==> config.mk <==
export PLATFORM = sky130hd
export DESIGN_NAME = pso_top
export DESIGN_NICKNAME = d
export VERILOG_FILES = /design/src/rtl/pso_pkg.sv /design/src/rtl/pso_read_ctrl.sv /design/src/rtl/pso_word_path.sv /design/src/rtl/pso_qualifier.sv /design/src/rtl/pso_top.sv
export SDC_FILE = /design/constraint.sdc
export NUM_CORES = 1
export LEC_CHECK = 0
export CAP_MARGIN = 0
export CORE_UTILIZATION = 27
export DETAILED_ROUTE_END_ITERATION = 16
export SLEW_MARGIN = 20
export SYNTH_ARGS = -nofsm -noshare
export SYNTH_HDL_FRONTEND = slang
export SYNTH_HIERARCHICAL = 1
export SYNTH_SLANG_ARGS = --single-unit
==> constraint.sdc <==
create_clock -name clk -period 3.1 [get_ports clk]
set_input_delay 0.93 -clock clk [delete_from_list [all_inputs] [get_ports clk]]
set_output_delay 0.93 -clock clk [all_outputs]
set_load 0.005 [all_outputs]
==> src/rtl/pso_pkg.sv <==
package pso_pkg;
  typedef enum logic [1:0] {
    ELEM_DATA   = 2'b00,
    ELEM_QUIET  = 2'b01,
    ELEM_END    = 2'b10,
    ELEM_RETRIG = 2'b11
  } elem_kind_e;

  localparam int unsigned KIND_W = 2;
endpackage

==> src/rtl/pso_read_ctrl.sv <==
module pso_read_ctrl
  import pso_pkg::*;
(
  input  logic              clk,
  input  logic              rst,
  input  logic              trig_active,
  input  logic              gate_en,
  input  logic              fifo_empty,
  input  logic [KIND_W-1:0] fifo_tag,
  output logic              fifo_rd,
  output logic              word_load,
  output logic              done,
  output logic              buf_err
);
  logic       done_r, err_r;
  elem_kind_e kind;

  assign kind    = elem_kind_e'(fifo_tag);
  // Terminal states freeze the read side until reset
  assign fifo_rd = trig_active & gate_en & ~rst & ~done_r & ~err_r;
  assign word_load = fifo_rd & ~fifo_empty &
                     ((kind == ELEM_DATA) || (kind == ELEM_QUIET));

  always_ff @(posedge clk) begin
    if (rst) begin
      done_r <= 1'b0;
      err_r  <= 1'b0;
    end else if (fifo_rd) begin
      if (fifo_empty)              err_r  <= 1'b1;
      else if (kind == ELEM_END)   done_r <= 1'b1;
    end
  end

  assign done    = done_r;
  assign buf_err = err_r;
endmodule

==> src/rtl/pso_word_path.sv <==
module pso_word_path #(
  parameter int unsigned DATA_W = 16
) (
  input  logic              clk,
  input  logic              rst,
  input  logic [DATA_W-1:0] init_value,
  input  logic              trig_active,
  input  logic              word_load,
  input  logic [DATA_W-1:0] fifo_data,
  output logic [DATA_W-1:0] q_word
);
  logic              trig_seen;
  logic [DATA_W-1:0] word_r;

  always_ff @(posedge clk) begin
    if (rst) trig_seen <= 1'b0;
    else if (trig_active) trig_seen <= 1'b1;
  end

  // A data load outranks the preset so the first element after
  // activation lands on the same edge that captures the trigger
  always_ff @(posedge clk) begin
    if (rst)             word_r <= '0;
    else if (word_load)  word_r <= fifo_data;
    else if (!trig_seen) word_r <= init_value;
  end

  assign q_word = trig_seen ? word_r : init_value;
endmodule

==> src/rtl/pso_qualifier.sv <==
module pso_qualifier
  import pso_pkg::*;
(
  input  logic              clk,
  input  logic              rst,
  input  logic              fifo_rd,
  input  logic              fifo_empty,
  input  logic [KIND_W-1:0] fifo_tag,
  output logic              q_valid,
  output logic              q_strobe,
  output logic              retrig_pulse
);
  logic       valid_r, retrig_r, good_read;
  elem_kind_e kind;

  assign kind      = elem_kind_e'(fifo_tag);
  assign good_read = fifo_rd & ~fifo_empty;

  always_ff @(posedge clk) begin
    if (rst) begin
      valid_r  <= 1'b0;
      retrig_r <= 1'b0;
    end else begin
      valid_r  <= good_read & (kind == ELEM_DATA);
      retrig_r <= good_read & (kind == ELEM_RETRIG);
    end
  end

  assign q_valid      = valid_r;
  assign q_strobe     = valid_r & ~clk;
  assign retrig_pulse = retrig_r;
endmodule

==> src/rtl/pso_top.sv <==
module pso_top
  import pso_pkg::*;
#(
  parameter int unsigned DATA_W = 16
) (
  input  logic              clk,
  input  logic              rst,
  input  logic [DATA_W-1:0] init_value,
  input  logic              trig_active,
  input  logic              gate_en,
  input  logic              fifo_empty,
  input  logic [DATA_W-1:0] fifo_data,
  input  logic [1:0]        fifo_tag,
  output logic              fifo_rd,
  output logic [DATA_W-1:0] q_word,
  output logic              q_valid,
  output logic              q_strobe,
  output logic              done,
  output logic              buf_err,
  output logic              retrig_pulse
);
  logic word_load;

  pso_read_ctrl u_ctrl (
    .clk(clk), .rst(rst), .trig_active(trig_active), .gate_en(gate_en),
    .fifo_empty(fifo_empty), .fifo_tag(fifo_tag), .fifo_rd(fifo_rd),
    .word_load(word_load), .done(done), .buf_err(buf_err)
  );

  pso_word_path #(.DATA_W(DATA_W)) u_word (
    .clk(clk), .rst(rst), .init_value(init_value), .trig_active(trig_active),
    .word_load(word_load), .fifo_data(fifo_data), .q_word(q_word)
  );

  pso_qualifier u_qual (
    .clk(clk), .rst(rst), .fifo_rd(fifo_rd), .fifo_empty(fifo_empty),
    .fifo_tag(fifo_tag), .q_valid(q_valid), .q_strobe(q_strobe),
    .retrig_pulse(retrig_pulse)
  );
endmodule

==> results by group <==
Timing
  – Worst-Margin Slew: 525 ps
  – Final period utilization: 0.979
  – Final hold violation count: 0
  – Final min period: 3040 ps
  – Setup violations, final: 0
  – Fin. max-slew vios: 0
  – Post-Route Skew: 2.12 ps
  – RSZ-0062 raised after global routing: no
  – Post-route setup TNS: 0 ps
  – Achievable clock frequency: 332 MHz
  – Worst slew margin: 0.650

Synth
  – Mapped Nets: 133
  – Asr flop ratio synth: 0
  – Area leader, netlist: dfxtp_1
  – Post-synth EDFFs: 0
  – Area share of the largest cell type after synthesis: 0.393
  – Total number of yosys warnings: 6
  – Top FF cell, synth: dfxtp_1
  – Synth Area per Inst: 11.4 um^2
  – Sequential share of the synthesized area: 0.393
  – Yosys reg bits: 21
  – Cell count after synthesis: 94
  – Synthesized cell area: 1070 um^2
  – Yosys cell types: 22
  – Synth area leaders: dfxtp_1 39%, o211a_1 15%, mux2_4 13%

Placed design
  – Port-buffer cells: 60
  – Placed cell count: 203
  – Post-DP HPWL: 2060 um
  – Final GP Congestion: 0.680

Detailed routing
  – Total wire length: 2770 um
  – Via count: 999
  – Routed WL per cell: 13.2 um
  – DR vias/cell: 4.76
  – DRC viols: 0
  – Pre-antenna DRT Iters: 4
  – Initial DRC count: 15
  – M1 wire length: 1080 um
  – Met2 Wirelength: 1340 um
  – ANT nets after route: 0
  – Met3 wire len: 257 um
  – Top sig layer: met4

Hold path
  – Hold Crit Class: flop to flop

CTS
  – Worst-Skew Late Latency: 370 ps
  – CTS tree: yes
  – Clock-pin slew on the worst setup and hold paths: 70 ps

Setup path
  – Worst EP required: 2170 ps
  – Worst-path fanout max: 2
  – CP endpoint kind: primary output
  – Crit path DAT: 2110 ps
  – CP Class: clock port to primary output
  – CP Launch Type: clock port

Power and ir drop
  – Flop pwr share: 0.394
  – Clock power frac: 0.376
  – VDD IR-drop max: 0.000254 V
  – Pwr Density: 407 nW/um^2
  – Net switching power figure: 163 uW
  – Comb pwr share: 0.230
  – P_leak: 0.000857 uW
  – Internal power: 584 uW
  – Switching share of power: 0.219

Finish
  – Area occupied by multi-input gates: 614 um^2
  – Antenna diode count: 0
  – Post-route insts no fill: 210
  – Area Overhead vs Synth: 71.9%
  – Nets: 202
  – Layout cells sized above 1: 0.210
  – Fillers: 355
  – Area taken by flip-flops and latches: 420 um^2

GRT
  – Number of antenna violations at the first check in global routing: 0
  – Largest net degree at the start of global routing: 19
  – Vias in the first global route: 1084
  – First-pass GRT wire length: 4600 um
  – Grt ovf: 0
  – GRT Resource Usage Total: 0.149

Floorplan
  – Num rows: 22
  – Starting density of the core: 0.286
  – Chip height: 64.9 um
  – Placeable Area: 3740 um^2
  – Die X: 64.9 um
  – IO Count: 61
  – Die ar.: 4220 um^2

Flow run
  – Max_cap viols: 0

Status
  – Status: finished, final reports clean
==> flip-flops by register name, summed over array words and instances, names as in the netlist <==
signal               flops
u_ctrl/done              1
u_qual/q_valid           1
u_word/trig_seen         1
u_qual/retrig_pulse      1
u_word/word_r           16
u_ctrl/buf_err           1
==> metrics by stage <==
step | cell area [um^2] | total power [uW] | hold slack (ps) | util | worst slack [ps]
floorplan | 1070 | 371 | 468 | - | 505
global placement | 1750 | 471 | 489 | 0.467 | -113
detailed placement | 1750 | 475 | 495 | 0.467 | -121
CTS | 1840 | 768 | 517 | 0.491 | 50.3
global route | 1840 | 793 | 555 | 0.491 | 4.56
finish | 1840 | 748 | 519 | 0.491 | 64.3
==> layout by cell type (no fill, tap or decap), drive strengths merged <==
master / netlist / final
buf: 4 / 7
nand4b: 1 / 1
dfxtp: 21 / 21
inv: 2 / 2
a21oi: 1 / 1
clkbuf: 2 / 7
nor4: 2 / 2
nor2: 4 / 4
nor2b: 1 / 1
dlygate4sd2: 0 / 2
o31ai: 1 / 1
o211a: 16 / 16
mux2: 16 / 16
nand2b: 18 / 18
nor3: 1 / 1
clkdlybuf4s50: 0 / 58
nand2: 2 / 2
nor4bb: 1 / 1
or4b: 1 / 1
==> worst max-delay path, stage by stage <==
cell and delay [ps]:
clkbuf_8 110, clkbuf_8 120, nor2b_1 90, dlygate4sd2_1 240
==> kinds of logic (layout without fill, tap and decap cells) <==
| group | after synthesis | count (layout) | share of synthesized area |
|---|---|---|---|
| buf+inv | 8 | 76 | 0.0526 |
| mux | 16 | 16 | 0.200 |
| simple gates | 31 | 31 | 0.193 |
| compound gates | 18 | 18 | 0.161 |
| flops | 21 | 21 | 0.393 |
==> cell type report <==
cell class                      count  share of cell area
Multi-Input combinational cell     65               0.334
Clock buffer                        8              0.0517
Sequential cell                    21               0.229
Timing Repair Buffer               66               0.349
Inverter                            2             0.00408
Tap cell                           48              0.0327
==> metal layers <==
layer,vias up,track usage
met1,465,0.151
li1,471,-
met4,0,0.111
met2,51,0.241
met5,-,0
met3,12,0.0634
==> power by group through the flow <==
stage / combinational (uW) / sequential, uW / clock (uW)
after floorplan: 73.8 / 297 / 0.178
after global placement: 170 / 300 / 0.403
after detailed placement: 174 / 301 / 0.403
after CTS: 175 / 295 / 298
after global routing: 186 / 297 / 311
final: 172 / 294 / 281
==> repair_timing <==
item,in CTS,in global routing
setup endpoints to repair,2,0
gates resized for setup,3,0
setup buffers,0,0
hold buffers,0,0
hold endpoints to repair,0,0
==> final timing paths <==
kind	start	to	slack, ps	cells past startpoint
worst max-delay path	clk	q_strobe	60	4
worst min-delay path	u_ctrl/buf_err	u_ctrl/buf_err	520	2
worst max register to register	u_word/trig_seen	u_word/word_r[13]	1640	3
worst min register to register	u_ctrl/buf_err	u_ctrl/buf_err	520	2
==> cell usage after synthesis (2+ instances only) <==
master / number
dfxtp_1: 21
nand2b_1: 17
o211a_1: 16
mux2_4: 9
mux2_2: 7
nor2_1: 4
buf_2: 2
clkbuf_1: 2
inv_1: 2
nand2_1: 2
(Power assumes the default switching activity.)
